`src/rtl/rxf_pkg.sv`:
```
`timescale 1ns/1ps
package rxf_pkg;

  // Convert an internal active-high condition to its pin level.
  function automatic logic to_pin(input logic active, input logic high_mode);
    return high_mode ? active : ~active;
  endfunction

  // Convert a pin level to an internal active-high condition.
  function automatic logic from_pin(input logic level, input logic high_mode);
    return high_mode ? level : ~level;
  endfunction

endpackage

```
`src/rtl/rxf_select.sv`:
```
`timescale 1ns/1ps
module rxf_select
  import rxf_pkg::*;
(
  input  logic clk,
  input  logic rst,
  input  logic high_mode,
  input  logic addr_sel,
  input  logic rd_en_pin,
  output logic sel_q,
  output logic grant
);

  // Remember the select strobe for one cycle; a read needs it first.
  always_ff @(posedge clk) begin
    if (rst) sel_q <= 1'b0;
    else     sel_q <= addr_sel;
  end

  always_comb grant = sel_q && from_pin(rd_en_pin, high_mode);

endmodule

```
`src/rtl/rxf_ptrs.sv`:
```
`timescale 1ns/1ps
module rxf_ptrs #(
  parameter int DEPTH = 256,
  localparam int AW = (DEPTH > 1) ? $clog2(DEPTH) : 1,
  localparam int CW = $clog2(DEPTH + 1)
) (
  input  logic          clk,
  input  logic          rst,
  input  logic          wr_req,
  input  logic          rd_grant,
  output logic          push,
  output logic          pop,
  output logic [AW-1:0] wr_addr,
  output logic [AW-1:0] rd_addr,
  output logic [CW-1:0] occ,
  output logic [CW-1:0] occ_next
);

  localparam logic [CW-1:0] FULL_CNT = CW'(DEPTH);
  localparam logic [AW-1:0] LAST_IX  = AW'(DEPTH - 1);
  localparam bit            POW2     = (DEPTH == (1 << AW));

  logic [AW-1:0] wr_inc, rd_inc;

  always_comb begin
    push = wr_req && (occ != FULL_CNT);
    pop  = rd_grant && (occ != '0);
  end

  // A power-of-two depth wraps for free; any other depth compares with the last index.
  generate
    if (POW2) begin : g_wrap_free
      always_comb begin
        wr_inc = wr_addr + 1'b1;
        rd_inc = rd_addr + 1'b1;
      end
    end else begin : g_wrap_cmp
      always_comb begin
        wr_inc = (wr_addr == LAST_IX) ? '0 : wr_addr + 1'b1;
        rd_inc = (rd_addr == LAST_IX) ? '0 : rd_addr + 1'b1;
      end
    end
  endgenerate

  always_comb begin
    unique case ({push, pop})
      2'b10:   occ_next = occ + 1'b1;
      2'b01:   occ_next = occ - 1'b1;
      default: occ_next = occ;
    endcase
  end

  always_ff @(posedge clk) begin
    if (rst) begin
      wr_addr <= '0;
      rd_addr <= '0;
      occ     <= '0;
    end else begin
      if (push) wr_addr <= wr_inc;
      if (pop)  rd_addr <= rd_inc;
      occ <= occ_next;
    end
  end

endmodule

```
`src/rtl/rxf_store.sv`:
```
`timescale 1ns/1ps
module rxf_store #(
  parameter int DW    = 14,
  parameter int DEPTH = 256,
  localparam int AW = (DEPTH > 1) ? $clog2(DEPTH) : 1
) (
  input  logic          clk,
  input  logic          rst,
  input  logic          we,
  input  logic [AW-1:0] waddr,
  input  logic [DW-1:0] wdata,
  input  logic          re,
  input  logic [AW-1:0] raddr,
  output logic [DW-1:0] rdata
);

  logic [DW-1:0] mem [DEPTH];

  // Simple dual-port array, written in a form that infers block RAM.
  always_ff @(posedge clk) begin
    if (we) mem[waddr] <= wdata;
  end

  // The read register holds its value when no read happens.
  always_ff @(posedge clk) begin
    if (rst)     rdata <= '0;
    else if (re) rdata <= mem[raddr];
  end

endmodule

```
`src/rtl/rxf_flags.sv`:
```
`timescale 1ns/1ps
module rxf_flags
  import rxf_pkg::*;
#(
  parameter int DEPTH = 256,
  localparam int CW = $clog2(DEPTH + 1)
) (
  input  logic          clk,
  input  logic          rst,
  input  logic          high_mode,
  input  logic          addr_sel,
  input  logic [CW-1:0] occ_next,
  output logic          flag_oe,
  output logic          empty_pin,
  output logic          full_pin,
  output logic          half_n_pin
);

  localparam logic [CW-1:0] FULL_CNT = CW'(DEPTH);
  localparam logic [CW-1:0] HALF_CNT = CW'(DEPTH / 2);

  always_ff @(posedge clk) begin
    if (rst) begin
      flag_oe    <= 1'b0;
      empty_pin  <= to_pin(1'b0, high_mode);
      full_pin   <= to_pin(1'b0, high_mode);
      half_n_pin <= 1'b1;
    end else begin
      flag_oe    <= addr_sel;
      empty_pin  <= to_pin(addr_sel && (occ_next == '0), high_mode);
      full_pin   <= to_pin(addr_sel && (occ_next == FULL_CNT), high_mode);
      half_n_pin <= ~(addr_sel && (occ_next >= HALF_CNT));
    end
  end

endmodule

```
`src/rtl/rx_char_fifo.sv`:
```
`timescale 1ns/1ps
module rx_char_fifo #(
  parameter int DW    = 14,
  parameter int DEPTH = 256,
  localparam int AW = (DEPTH > 1) ? $clog2(DEPTH) : 1,
  localparam int CW = $clog2(DEPTH + 1)
) (
  input  logic          clk,
  input  logic          rst,
  input  logic          cascade_mode,
  input  logic          wr_valid,
  input  logic [DW-1:0] wr_char,
  input  logic          addr_sel,
  input  logic          rd_en_pin,
  output logic [DW-1:0] rd_char,
  output logic          data_oe,
  output logic          flag_oe,
  output logic          empty_pin,
  output logic          full_pin,
  output logic          half_n_pin
);

  logic          sel_q, grant, push, pop;
  logic [AW-1:0] wr_addr, rd_addr;
  logic [CW-1:0] occ, occ_next;

  rxf_select u_sel (
    .clk(clk), .rst(rst), .high_mode(cascade_mode),
    .addr_sel(addr_sel), .rd_en_pin(rd_en_pin),
    .sel_q(sel_q), .grant(grant)
  );

  rxf_ptrs #(.DEPTH(DEPTH)) u_ptrs (
    .clk(clk), .rst(rst), .wr_req(wr_valid), .rd_grant(grant),
    .push(push), .pop(pop), .wr_addr(wr_addr), .rd_addr(rd_addr),
    .occ(occ), .occ_next(occ_next)
  );

  rxf_store #(.DW(DW), .DEPTH(DEPTH)) u_store (
    .clk(clk), .rst(rst), .we(push), .waddr(wr_addr), .wdata(wr_char),
    .re(pop), .raddr(rd_addr), .rdata(rd_char)
  );

  rxf_flags #(.DEPTH(DEPTH)) u_flags (
    .clk(clk), .rst(rst), .high_mode(cascade_mode), .addr_sel(addr_sel),
    .occ_next(occ_next), .flag_oe(flag_oe), .empty_pin(empty_pin),
    .full_pin(full_pin), .half_n_pin(half_n_pin)
  );

  // The data bus is enabled for every granted read, including one on an empty buffer.
  always_ff @(posedge clk) begin
    if (rst) data_oe <= 1'b0;
    else     data_oe <= grant;
  end

endmodule

```
`config.mk`:
```
export PLATFORM = sky130hd
export DESIGN_NAME = rx_char_fifo
export DESIGN_NICKNAME = d
export VERILOG_FILES = /design/src/rtl/rxf_pkg.sv /design/src/rtl/rxf_select.sv /design/src/rtl/rxf_ptrs.sv /design/src/rtl/rxf_store.sv /design/src/rtl/rxf_flags.sv /design/src/rtl/rx_char_fifo.sv
export SDC_FILE = /design/constraint.sdc
export NUM_CORES = 2
export LEC_CHECK = 0
export ABC_AREA = 1
export BUFFER_PORTS_ARGS = -buffer_cell sky130_fd_sc_hd__buf_2
export CORE_MARGIN = 5
export CORE_UTILIZATION = 25
export CTS_CLUSTER_SIZE = 20
export DETAILED_ROUTE_END_ITERATION = 10
export PLACE_DENSITY_LB_ADDON = 0.08
export SLEW_MARGIN = 15
export SYNTH_ARGS = -nofsm -noshare
export SYNTH_HDL_FRONTEND = slang
export SYNTH_SLANG_ARGS = --single-unit
```
`constraint.sdc`:
```
create_clock -name clk -period 3.5 [get_ports clk]
set_input_delay 0.7 -clock clk [delete_from_list [all_inputs] [get_ports clk]]
set_output_delay 0.7 -clock clk [all_outputs]
set_load 0.03 [all_outputs]
```
==> flow_summary_export.csv <==
group,metric,value,unit
global_route,track_usage,18.05,%
setup_path,critPathArrivalTime,4.41,ns
clocking,numCtsBuffers,439,
clocking,postCtsSetupBuffers,0,
logic_synthesis,ys_seq_elements,3628,
sta,fin_skew,0.09249,ns
detailed_routing,drt_iter0_markers,8539,
logic_synthesis,syn_inst,13850,
clocking,cts_tree,"done",
sta,rsz0062_at_grt,"false",
global_route,grt_max_degree,106,
floorplanning,core,0.6065,mm^2
placement,place_congestion,0.8009,
logic_synthesis,netlist_area,0.1521,mm^2
placement,io_buffers,38,
sta,finalHoldViolCount,0,
setup_path,end_kind,"flop",
logic_synthesis,ys_seq_area_share,71.34,%
run_status,run_status,"finished clean",
logic_synthesis,synth_edf_count,3584,
setup_path,criticalPathCategory,"reg2reg",
setup_path,critPathLaunchType,"flop",
logic_synthesis,syn_avg_cell_area,10.98,um^2
detailed_routing,ant_nets,0,
logic_synthesis,syn-num-nets,13890,
detailed_routing,drtPass1Iterations,5,
logic_synthesis,async_reset_ff_share,0,%
power,power.leakage,68.48,nW
global_route,grt_pass1_vias,100400,
clocking,clkTransAtPathRegs,0.06,ns
floorplanning,rows,286,
final_layout,nets,14610,
floorplanning,pin_count,39,
sta,max_freq,293.2,MHz
clocking,htreeDepth,5,
detailed_routing,num_vias,101600,
sta,min_period,3.410,ns
logic_synthesis,synth_flop_cell,"edfxtp_1",
final_layout,fin_util,30.10,%
logic_synthesis,yosysUniqueCellTypes,35,
min_path,hp-class,"in2reg",
global_route,antenna_found_initial,46,
final_layout,area.growth.synth_to_final,20.05,%
setup_path,required,4.50,ns
sta,worst_slack,0.08978,ns
sta,period_share,97.43,%
sta,max-slew-margin-rel,23.15,%
detailed_routing,wl_per_cell,25.16,um
sta,setup_violations,0,
sta,whs,0.1598,ns
clocking,clk_latency,1.07,ns
floorplanning,start_util,25.08,%
floorplanning,die_area,0.6241,mm^2
logic_synthesis,yosysWarningCount,0,
detailed_routing,vias_per_cell,4.412,
clocking,clock_tree.root_cell,"clkbuf_16",
power,vdd_ir_drop_max,0.4088,mV
sta,drv_slew,0,
floorplanning,die_w,790.0,um
final_layout,drive_gt1_share,11.19,%
detailed_routing,drc,0,
sta,fin_tns_setup,0,ns
floorplanning,chipHeight,790.0,um
power,p_per_area,541.5,mW/mm^2
detailed_routing,wl,579100,um
placement,dp_slack,-0.2133,ns
placement,dp_hpwl,361300,um
clocking,cts_sinks,3628,
global_route,grt_pass1_wl,811600,um
setup_path,cp_max_fo,19,
flow_run,cap_violations,0,
clocking,clock_path_buffers,4,
global_route,globalRouteOverflowTotal,0,
sta,worst_slew_pin_slew,1.153,ns
[timing repair]
action,CTS,global route
hold buffers,11,0
pin swaps,0,0
resized for setup,1,2
endpoints found under the hold margin,49,0
setup endpoints to repair,1,3
[state kept, by name, summed over array words and instances, names as in the netlist, 8 cells and up]
signal / cells
u_store.mem: 3584
u_store.rdata: 14
u_ptrs.occ: 9
u_ptrs.rd_addr: 8
u_ptrs.wr_addr: 8
[cell usage in the layout, fill, tap and decap left out, types with 68 or more instances in the layout]
master	count
nand2_1	3705
edfxtp_1	3584
nor2_1	1935
nand3_1	1211
inv_1	1166
o21ai_0	884
buf_4	811
clkbuf_16	442
buf_12	220
o211ai_1	206
a21oi_1	201
clkbuf_1	136
clkinv_1	109
clkinv_2	68
[area by class of cell]
class	count	area, um^2
Fill cell	62620	423900
Sequential cell	3628	108500
Multi-Input combinational cell	8247	35040
Clock buffer	590	11740
Timing Repair Buffer	1080	10930
Tap cell	8064	10090
Inverter	1180	4477
Clock inverter	213	1753
Antenna cell	18	45.04
[metrics by stage]
stage / cell area [um^2] / std cells / total power, mW
6_report: 182600 / 23020 / 98.87
2_1_floorplan: 152100 / 13850 / 52.46
3_3_place_gp: 168900 / 22190 / 56.47
5_1_grt: 182600 / 23000 / 102.8
3_5_place_dp: 168900 / 22190 / 56.44
4_1_cts: 182500 / 23000 / 100.6
[routing by layer]
metal  GRT usage (%)  vias up  share of wire [%]
met4           3.842        0                2.2
met5               0        -                  0
met3           2.002      594                3.5
met2           29.58     1799                 46
li1                -    48080                  -
met1           25.72    51090                 48
[worst max-delay path: stages (launching register included)]
cell      delay (ns)
dfxtp_4         0.53
buf_12          0.25
buf_12          0.19
buf_12          0.18
buf_12          0.17
nor2_1          0.05
nor2_1          0.08
o21ai_0         0.09
o211ai_1        0.10
nand3_1         0.10
nand2_1         0.33
nand3_1         0.47
nand2_1         0.19
nand3_1         0.30
nand3_1         0.16
nand2_1         0.06
inv_1           0.04
[power by group]
| group | internal [mW] | switching, mW |
|---|---|---|
| Combinational | 2.14 | 5.30 |
| Sequential | 47.8 | 0.0924 |
| Clock | 24.3 | 19.2 |
| Total | 74.3 | 24.6 |
[cell usage after synthesis (3+ instances only)]
master	number	area share [%]
a21oi_1	202	0.66
buf_1	104	0.26
buf_2	224	0.74
buf_4	110	0.54
buf_6	72	0.53
clkbuf_1	288	0.71
clkinv_1	4	0.0099
dfxtp_1	44	0.58
edfxtp_1	3584	71
ha_1	13	0.11
inv_1	1171	2.9
inv_2	4	0.0099
nand2_1	3707	9.1
nand3_1	1218	4.0
nand4_1	16	0.066
nor2_1	1937	4.8
nor3_1	8	0.026
o211ai_1	206	1.0
o21ai_0	884	2.9
o21ai_1	25	0.082
o22ai_1	3	0.012
or2_2	10	0.041
xor2_1	3	0.017
[final timing paths]
kind | from | end | slack (ns) | cells after the start
worst min register to register | u_flags.flag_oe | data_oe | 0.46 | 2
worst min-delay path | wr_char[0] | u_store.mem[148][0] | 0.16 | 1
worst max-delay path | u_ptrs.rd_addr[0] | u_store.rdata[4] | 0.09 | 16
worst max register to register | u_ptrs.rd_addr[0] | u_store.rdata[4] | 0.09 | 16
[logic make-up (layout without fill, tap and decap cells)]
group	count (synthesis)	after routing	synth area share, %
buffers and inverters	1979	3063	5.704
adder cells (fa/ha/maj)	14	14	0.1201
AO/OA/AOI/OAI	1326	1326	4.713
AND/OR/NAND/NOR	6902	6902	18.10
other	0	18	0
flip-flops	3628	3628	71.34
XOR/XNOR	5	5	0.02880
Power figures use the tool's default switching activity.
